**config.mk**
```make
export PLATFORM = sky130hd
export DESIGN_NAME = strobed_input_channel
export DESIGN_NICKNAME = d
export VERILOG_FILES = /design/src/rtl/strobed_input_channel.sv
export SDC_FILE = /design/constraint.sdc
export NUM_CORES = 1
export LEC_CHECK = 0
export CAP_MARGIN = 10
export CELL_PAD_IN_SITES_DETAIL_PLACEMENT = 2
export CELL_PAD_IN_SITES_GLOBAL_PLACEMENT = 2
export CORE_MARGIN = 10
export CORE_UTILIZATION = 27
export DETAILED_ROUTE_END_ITERATION = 10
export GPL_ROUTABILITY_DRIVEN = 0
export PLACE_DENSITY = 0.79
export SLEW_MARGIN = 10
export SYNTH_ARGS = -nofsm -noshare
export SYNTH_HDL_FRONTEND = slang
export SYNTH_SLANG_ARGS = --single-unit
```
**constraint.sdc**
```tcl
create_clock -name clk -period 2.5 [get_ports clk]
set_input_delay 0.25 -clock clk [delete_from_list [all_inputs] [get_ports clk]]
set_output_delay 0.25 -clock clk [all_outputs]
set_load 0.01 [all_outputs]
```
**src/rtl/strobed_input_channel.sv**
```systemverilog
module strobed_input_channel #(
  parameter int WIDTH  = 8,
  parameter bit CHAN_B = 1'b0
) (
  input  logic             clk,
  input  logic             rst,
  input  logic             pin_stb_n,
  input  logic [WIDTH-1:0] pin_data,
  input  logic             rd_sel,
  input  logic             rd_n,
  input  logic             cmd_we,
  input  logic [7:0]       cmd,
  output logic [WIDTH-1:0] rd_data,
  output logic             full,
  output logic             irq,
  output logic [7:0]       status
);
  localparam logic [2:0] EN_BIT = CHAN_B ? 3'd2 : 3'd4;

  logic             stb_m, stb_s, stb_q;
  logic             rd_m, rd_s, rd_q;
  logic [WIDTH-1:0] dat_m, dat_s;
  logic             en;

  always_ff @(posedge clk) begin
    if (rst) begin
      {stb_m, stb_s, stb_q} <= 3'b111;
      {rd_m, rd_s, rd_q}    <= 3'b111;
      dat_m <= '0;
      dat_s <= '0;
    end else begin
      {stb_m, stb_s, stb_q} <= {pin_stb_n, stb_m, stb_s};
      {rd_m, rd_s, rd_q}    <= {rd_n, rd_m, rd_s};
      dat_m <= pin_data;
      dat_s <= dat_m;
    end
  end

  wire stb_fall  = stb_q & ~stb_s;
  wire rd_done   = rd_sel & ~rd_q & rd_s;
  wire rd_active = rd_sel & ~rd_s;
  wire cmd_hit   = cmd_we & ~cmd[7] & (cmd[3:1] == EN_BIT);
  wire en_nx     = cmd_hit ? cmd[0] : en;
  wire full_nx   = stb_fall | (full & ~rd_done);

  always_ff @(posedge clk) begin
    if (rst) begin
      rd_data <= '0;
      full    <= 1'b0;
      irq     <= 1'b0;
      en      <= 1'b0;
    end else begin
      if (stb_fall) rd_data <= dat_s;
      full <= full_nx;
      en   <= en_nx;
      irq  <= en_nx & full_nx & stb_s & ~rd_active;
    end
  end

  generate
    if (CHAN_B) begin : g_stat_b
      assign status = {5'b0, en, full, irq};
    end else begin : g_stat_a
      assign status = {2'b0, full, en, irq, 3'b0};
    end
  endgenerate
endmodule

```
# Word-level counts from Yosys, hierarchy flattened
# Index checks and enable logic that the tools add are counted.
# word_totals
romBits	0
reg_bits	33
out_inout_bits	18
elab_cells	31
mem_count	0
latchBits	0
ram_bits	0
input_bits	22
# classes
n_mul	0
magnitude_cmp	0
n_div	0
shifts	0
n_eq_ne	1
add_sub_neg	0
bitwise	17
reduce_logical	0
mux	1
# ops
operator	count
1-bit bitwise AND	10
1-bit NOT	6
3-bit == test, second input constant	1
1-bit two-way mux	1
1-bit bitwise OR	1

# Depth between registers and ports, before layout
# Gate-level depths: netlist of run 1.
# logic_depth
depth_word	9
depth_mapped	4
ltp_nobuf	3

# Worst setup path before layout of run 1
# OpenSTA, ideal clock, no wires.
# synth_path
kind	register -> register
from	reg stb_q
to	reg irq
path_buffers	1
setup_ps	103
required_ps	2397
t_arrival_ps	929
synth_period_minus_slack_ps	1032
stages_incl_launch_ff	5
path_slack_ps	1468
path_cell_list	dfxtp_1 -> nor2b_1 -> buf_2 -> o21bai_1 -> a2111oi_2
# synth_via
elab_chain_len	5
# synth_lines
element	line_no	rtl
start: declaration	20	logic stb_m, stb_s, stb_q;
start signal: assignment	32	{stb_m, stb_s, stb_q} <= {pin_stb_n, stb_m, stb_s};
1-bit bitwise AND	39	wire stb_fall = stb_q & ~stb_s;
1-bit bitwise OR	44	wire full_nx = stb_fall | (full & ~rd_done);
1-bit bitwise AND (3 in series)	56	irq <= en_nx & full_nx & stb_s & ~rd_active;
end signal: assignment	56	
end: declaration	15	output logic irq,
# Every way passes these cells.
# A chain may end at the register's enable or synchronous reset.

# Worst setup path after layout of run 1
# Ends and elaborated chain as after synthesis.

==> results of run 1 <==
worst max-delay path by stage:
stage	end	slack, ns
after floorplan	irq	1.47
after global placement	irq	0.96
after detailed placement	irq	0.92
after CTS	irq	0.97
after global routing	irq	0.83
final	irq	1.04
per-stage QoR:
stage,area [sq um],cells,setup WS [ns],hold WS (ns)
after floorplan,1100,110,1.47,0.322
after global placement,1400,179,0.963,0.393
after detailed placement,1400,179,0.923,0.406
after CTS,1490,186,0.974,0.420
after global routing,1490,186,0.830,0.438
final,1490,186,1.04,0.414
registers in the layout (all words and copies together) (netlist names):
signal and count:
en 1, rd_s 1, rd_q 1, stb_q 1, stb_m 1, irq 1
dat_m 8, dat_s 8, full 1, rd_m 1, stb_s 1, rd_data 8
where the power goes:
group / switching [mW] / internal [mW]
clock network: 0.169 / 0.218
logic: 0.0295 / 0.0438
registers: 0.00586 / 0.545
total: 0.204 / 0.806
worst reg2reg max path: cells and delay by family (launching register included):
family / cells / cell delay (ns)
compound gates: 2 / 0.49
simple gates: 1 / 0.55
flops: 1 / 0.32
metal layers:
layer,wire [um],GRT usage,up-vias
li1,-,-,376
met1,1040,0.0778,368
met2,1170,0.119,27
met3,165,0.0430,4
met4,25,0.0228,0
met5,0,0,-
kinds of logic after synthesis:
group / after synthesis / synth area share
compound gates: 13 / 0.0759
other cells: 1 / 0.00345
buf+inv: 14 / 0.0771
flops: 33 / 0.608
simple gates: 45 / 0.236
layout make-up:
| type | instances | share of cell area |
|---|---|---|
| clock buffer | 7 | 0.0580 |
| inverter | 1 | 0.00252 |
| multi-input combinational | 63 | 0.240 |
| sequential | 33 | 0.444 |
| tap | 50 | 0.0420 |
| timing repair buffer | 32 | 0.213 |
placed cells by master, fill, tap and decap left out, drive strengths merged, types with 5 or more instances in the layout:
cell type       n
a21oi           9
nand2          17
clkbuf          7
dfxtp          33
or2             6
clkdlybuf4s50  31
conb            5
nor2b          17
==> impl_metrics.yaml, run 1 <==
status:
  status: "finished clean"
global_route:
  grt_pass1_vias: 874
  grt_use_total: 0.0730
  gr-total-overflow: 0
  antenna_found_initial: 0
  grt_max_degree: 25
  grt_pass1_wl_um: 4200
synth:
  syn_avg_cell_area_sq_um: 10.3
  synth_top_cell_area_share: 0.608
  synth_top_flop_cell: "dfxtp_1"
  synthDistinctLibCells: 19
  synth.most_common_cell: "dfxtp_1"
  yosys_register_bits: 33
  ys_seq_area_frac: 0.608
  syn-cell-area_sq_mm: 0.00109
  synth-edff-count: 0
  synth_common_cells: "33 x dfxtp_1, 17 x nand2_1, 17 x nor2b_1"
  yosysWarnings: 0
  syn_inst: 106
  yosys-top-cells-area: "dfxtp_1 61%, nor2b_1 9.8%, nand2_1 5.9%"
  synthArstFlopShare: 0
  synth_area_leader_cell: "dfxtp_1"
clocking:
  clock-sinks: 33
  ctsHoldBuffers: 0
  worstSkewPairLatency_ns: 0.27
  post_cts_resized: 0
  h-tree-depth: 2
  root_buffer: "clkbuf_8"
  cts_buffer_depth: 2
  cts_tree: "done"
  cts_buffers: 5
  post-cts-setup-buffers: 0
  clkSlewWorstSetupHoldPaths_ns: 0.06
routing:
  drt_iter0_drc: 41
  via_count: 775
  drt-total-wl_um: 2400
  routed_via_density: 4.17
  dr.pass1.iters: 2
  drcViolationCount: 0
  wl_per_cell_um: 12.9
  postRouteAntennaNets: 0
worst_setup_path:
  cp.required_ns: 2.67
  critPathLaunch: "stb_q"
  crit_slowest_cell: "nor2b_1"
  worstSetupPathType: "flip-flop to flip-flop"
  critPathMaxFanout: 10
  worst-path-buf-inv: 0
  critPathMaxStageDelay_ns: 0.55
  worst-endpoint-arrival_ns: 1.63
  end_kind: "flip-flop"
  reg2reg_from: "stb_q"
  r2r_cells: 3
  crit_path_start_kind: "flip-flop"
  cp.depth: 3
  r2r_slack_ns: 1.04
  crit_chain: "nor2b_1, o21bai_1, a2111oi_2"
  cpLargestDelayFamily: "simple AND/OR/NAND/NOR gates"
  rr_endpoint: "irq"
cells_and_area:
  drive_gt1_frac: 0.125
  area_growth_pct: 36.9
  regArea_sq_um: 661
  multiInputGateArea_sq_um: 358
  final_util: 0.378
  fillCellCount: 423
  n_antenna_cell: 0
  fin_nets: 158
sta:
  fin_skew_ns: 0.00426
  hold_viol_final: 0
  tightest_slew_ns: 0.659
  drv_slew: 0
  tns_ns: 0
  rsz0062_at_grt: "no"
  min_period_ns: 1.46
  relSlewSlack: 0.560
  fin_crit_sh: 0.584
  setup-violations-final: 0
  timing.fmax_mhz: 685
min_path:
  min_from: "rd_m"
  hold_class: "flip-flop to flip-flop"
  hold_depth: 1
  hold_path_end: "rd_s"
placed_design:
  hpwl_um: 1890
  io_buffers: 31
pwr:
  p_per_area_mw_per_mm2: 679
  ir_drop_mv: 0.307
  power.leakage_nw: 0.552
  power_mw: 1.01
floorplanning:
  die_height_um: 83.5
  fp.dieW_um: 83.5
  io_pins: 40
  row_count: 23
  core-area_sq_mm: 0.00394
  die_area_sq_mm: 0.00697
  start_util: 0.276
run:
  drv_cap: 0
No activity file was read; power rests on OpenSTA's default activity.
==> run 2: changes to the inputs <==
Settings changed: CORE_UTILIZATION 27 to 23, PLACE_DENSITY 0.79 to 0.72.
Clock period 2.5 ns to 1.3 ns, I/O delays scaled along.
==> run 2 against run 1 <==
  * Worst setup slack got worse by 0.87 ns
  * Clock power rose by 90%
  * Largest cell class unchanged
  * Via count fell by 3.1%
  * Sequential power rose by 93%
  * Global-route usage fell by 0.66 points
  * Cell count rose by 2.2%
  * Sequential share of layout area fell by 0.91 points
  * First-iteration DRC count rose by 9.8%
  * Largest power group unchanged
  * Critical path depth rose by 1
==> impl_metrics.yaml, run 2 (synthesis gave the netlist of run 1 again) <==
clocking:
  cts_tree: "done"
  h-tree-depth: 2
  clock-sinks: 33
  worstSkewPairLatency_ns: 0.27
  cts_buffer_depth: 2
  clkSlewWorstSetupHoldPaths_ns: 0.06
  cts_buffers: 5
  post-cts-setup-buffers: 0
  root_buffer: "clkbuf_8"
worst_setup_path:
  worstSetupPathType: "input port to flip-flop"
  worst-endpoint-arrival_ns: 1.30
  crit_path_start_kind: "input port"
  cp.required_ns: 1.47
  r2r_slack_ns: 0.26
  critPathLaunch: "cmd[2]"
  rr_endpoint: "irq"
  reg2reg_from: "stb_q"
  end_kind: "flip-flop"
  r2r_cells: 3
  cp-endpoint: "irq"
  critPathMaxFanout: 2
placed_design:
  hpwl_um: 1930
  place_inst: 183
  io_buffers: 31
cells_and_area:
  fin_nets: 160
  drive_gt1_frac: 0.138
  area_growth_pct: 39.8
  n_antenna_cell: 0
  fillCellCount: 485
  reg_top3: "dat_m: 8 flops, dat_s: 8 flops, rd_data: 8 flops"
  layout_commonest_cell: "dfxtp_1"
  layout_common_cells: "33 x dfxtp_1, 18 x clkdlybuf4s50_1, 17 x nor2b_1, 17 x nand2_1, 9 x a21oi_1"
  multiInputGateArea_sq_um: 358
  stdcell_count: 190
  regArea_sq_um: 661
sta:
  fin_crit_sh: 0.866
  fin_skew_ns: 0.00289
  drv_slew: 0
  min_period_ns: 1.13
  setup-violations-final: 0
  rsz0062_at_grt: "no"
  worst_hold_slack_ns: 0.413
  hold_viol_final: 0
  timing.fmax_mhz: 888
routing:
  postRouteAntennaNets: 0
  wl_per_cell_um: 12.9
  drcViolationCount: 0
  drt_iter0_drc: 45
  dr.pass1.iters: 2
  drt-total-wl_um: 2450
  routed_via_density: 3.95
  via_count: 751
floorplanning:
  core-area_sq_mm: 0.00447
  row_count: 24
  die_height_um: 88.8
  fp.dieW_um: 88.8
  die_area_sq_mm: 0.00788
  io_pins: 40
  start_util: 0.243
pwr:
  ir_drop_mv: 0.630
  power_mw: 1.94
  power.leakage_nw: 0.733
  p_per_area_mw_per_mm2: 1270
min_path:
  hold_class: "flip-flop to flip-flop"
global_route:
  grt_pass1_vias: 847
  grt_use_total: 0.0664
  antenna_found_initial: 0
  gr-total-overflow: 0
  grt_max_degree: 25
  grt_pass1_wl_um: 4020
status:
  status: "finished clean"
run:
  drv_cap: 0
run 2: cell type report:
class | count | share of cell area
repair buffers | 34 | 0.228
clock buffers | 7 | 0.0568
well taps | 52 | 0.0428
multi-input cells | 63 | 0.235
inverters | 1 | 0.00247
flip-flops and latches | 33 | 0.435
run 2: power breakdown:
| group | switching (mW) | internal (mW) |
|---|---|---|
| Combinational | 0.0563 | 0.0841 |
| Sequential | 0.0118 | 1.05 |
| Clock | 0.317 | 0.419 |
run 2: per-layer routing:
metal | global-route usage | part of all wire
met5 | 0 | 0
met2 | 0.116 | 0.50
met1 | 0.0620 | 0.39
met4 | 0.0308 | 0.0086
met3 | 0.0377 | 0.097
run 2: worst min-delay path by stage:
stage	startpoint	to	slack, ns	cells past startpoint
after floorplan	rst	dat_s[7]	0.20	1
after global placement	stb_m	stb_s	0.40	1
after detailed placement	stb_m	stb_s	0.40	1
after CTS	pin_data[2]	dat_m[2]	0.41	2
after global routing	rd_n	rd_m	0.42	2
final	stb_m	stb_s	0.41	1
run 2: repair_timing:
action	in CTS	in global routing
setup endpoints to repair	5	8
resized for setup	5	8
endpoints found under the hold margin	0	0
hold buffers	0	0
run 2: critical path, stage by stage:
cell             delay (ns)
clkdlybuf4s50_1        0.45
nor4b_4                0.32
nand3_2                0.12
a2111oi_2              0.28
run 2: through the flow:
step,worst slack (ns),util,instance area [sq um],setup TNS [ns]
after global placement,-0.0957,0.317,1420,-0.0957
after CTS,0.00187,0.335,1500,0
after global routing,0.0593,0.340,1520,0
after floorplan,0.268,-,1100,0
after detailed placement,-0.117,0.317,1420,-0.117
final,0.174,0.340,1520,0
==> run 3: changes to the inputs <==
--- a/config.mk
+++ b/config.mk
@@ -13,3 +13,3 @@
 export DETAILED_ROUTE_END_ITERATION = 10
-export GPL_ROUTABILITY_DRIVEN = 0
+export GPL_ROUTABILITY_DRIVEN = 1
 export PLACE_DENSITY = 0.72
--- a/constraint.sdc
+++ b/constraint.sdc
@@ -3,2 +3,2 @@
 set_output_delay 0.13 -clock clk [all_outputs]
-set_load 0.01 [all_outputs]
+set_load 0.005 [all_outputs]
==> run 3 against run 2 <==
  * Core utilization down 0.11 points
  * Sequential power about the same
  * Worst setup slack worse by 0.12 ns
  * Via count unchanged
  * Critical endpoint is now rd_data[0]
  * Largest cell class unchanged
  * Highest routed layer unchanged
==> impl_metrics.yaml, run 3 (synthesis gave the netlist of run 1 again) <==
pwr:
  pwr-share-comb: 0.071
  swShare: 0.196
  p_sw_mw: 0.380
  cell_internal_pwr_mw: 1.55
  power.leakage_nw: 0.618
  ir_drop_mv: 0.630
  clkPwrFrac: 0.381
  seq_power_share: 0.548
  p_per_area_mw_per_mm2: 1280
sta:
  worst_hold_slack_ns: 0.413
  tns_ns: 0
  hold_viol_final: 0
  fin_crit_sh: 0.958
  timing.fmax_mhz: 803
  drv_slew: 0
  fin_skew_ns: 0.00289
  min_period_ns: 1.24
  setup-violations-final: 0
  setup_ws_ns: 0.0552
  rsz0062_at_grt: "no"
floorplanning:
  core-area_sq_mm: 0.00447
  io_pins: 40
  die_area_sq_mm: 0.00788
  row_count: 24
  start_util: 0.243
  fp.dieW_um: 88.8
  die_height_um: 88.8
worst_setup_path:
  crit_path_start_kind: "flip-flop"
  crit_slowest_cell: "clkdlybuf4s50_1"
  crit_chain: "clkdlybuf4s50_1"
  cp.required_ns: 1.17
  critPathMaxFanout: 2
  worst-endpoint-arrival_ns: 1.11
  worstSetupPathType: "flip-flop to output port"
  critPathMaxStageDelay_ns: 0.51
  cpLargestDelayFamily: "buffers and inverters"
  worst-path-buf-inv: 1
  end_kind: "output port"
routing:
  drt_iter0_drc: 49
  via_count: 751
  dr.pass1.iters: 2
  postRouteAntennaNets: 0
  wl_per_cell_um: 12.9
  drcViolationCount: 0
  drt-total-wl_um: 2440
  routed_via_density: 3.95
cells_and_area:
  layout_commonest_cell: "dfxtp_1"
  final_util: 0.339
  multiInputGateArea_sq_um: 358
  fin_nets: 160
  area_growth_pct: 39.4
  layout_common_cells: "32 x dfxtp_1, 28 x clkdlybuf4s50_1, 17 x nor2b_1, 17 x nand2_1, 9 x a21oi_1"
  fillCellCount: 493
  regArea_sq_um: 662
  reg_top3: "dat_m: 8 flops, dat_s: 8 flops, rd_data: 8 flops"
  n_antenna_cell: 0
  drive_gt1_frac: 0.145
placed_design:
  io_buffers: 31
  place.gp.congestion: 0.655
  place_ws_ns: -0.117
  hpwl_um: 1930
global_route:
  antenna_found_initial: 0
  grt_use_total: 0.0664
  grt_pass1_vias: 847
  grt_max_degree: 25
  grt_pass1_wl_um: 4020
  gr-total-overflow: 0
clocking:
  post_cts_resized: 0
  cts_buffers: 5
  cts_tree: "done"
  cts_buffer_depth: 2
  h-tree-depth: 2
  ctsHoldBuffers: 0
  worstSkewPairLatency_ns: 0.27
  root_buffer: "clkbuf_8"
  clkSlewWorstSetupHoldPaths_ns: 0.06
  clock-sinks: 33
  post-cts-setup-buffers: 0
status:
  status: "finished clean"
min_path:
  hold_class: "flip-flop to flip-flop"
run:
  drv_cap: 0
[run 3: area by class of cell]
| cell class | count | share of cell area |
|---|---|---|
| Sequential cell | 33 | 0.437 |
| Multi-Input combinational cell | 63 | 0.236 |
| Timing Repair Buffer | 34 | 0.225 |
| Clock buffer | 7 | 0.0570 |
| Tap cell | 52 | 0.0429 |
| Inverter | 1 | 0.00248 |
[run 3: path summary, 6_finish.rpt]
check        startpoint          to  slack (ns)  cells after the start
min               stb_m       stb_s        0.41                      1
max          rd_data[0]  rd_data[0]        0.06                      1
min reg2reg       stb_m       stb_s        0.41                      1
max reg2reg       stb_q         irq        0.26                      3
[run 3: power by group through the flow]
stage | logic (mW) | registers (mW) | clock network, mW
2_1_floorplan | 0.0675 | 1.08 | 0
3_3_place_gp | 0.136 | 1.08 | 0
3_5_place_dp | 0.141 | 1.08 | 0
4_1_cts | 0.142 | 1.06 | 0.763
5_1_grt | 0.154 | 1.06 | 0.824
6_report | 0.138 | 1.06 | 0.737
[run 3: through the flow]
stage	power [mW]	std cells	instance area [sq um]
2_1_floorplan	1.14	110	1100
3_3_place_gp	1.22	183	1420
3_5_place_dp	1.22	183	1420
4_1_cts	1.96	190	1510
5_1_grt	2.04	190	1520
6_report	1.93	190	1520
[run 3: metal layers]
layer / routed length, um / GRT usage / vias up
li1: - / - / 381
met1: 964 / 0.0620 / 344
met2: 1220 / 0.116 / 24
met3: 236 / 0.0377 / 2
met4: 21 / 0.0308 / 0
met5: 0 / 0 / -
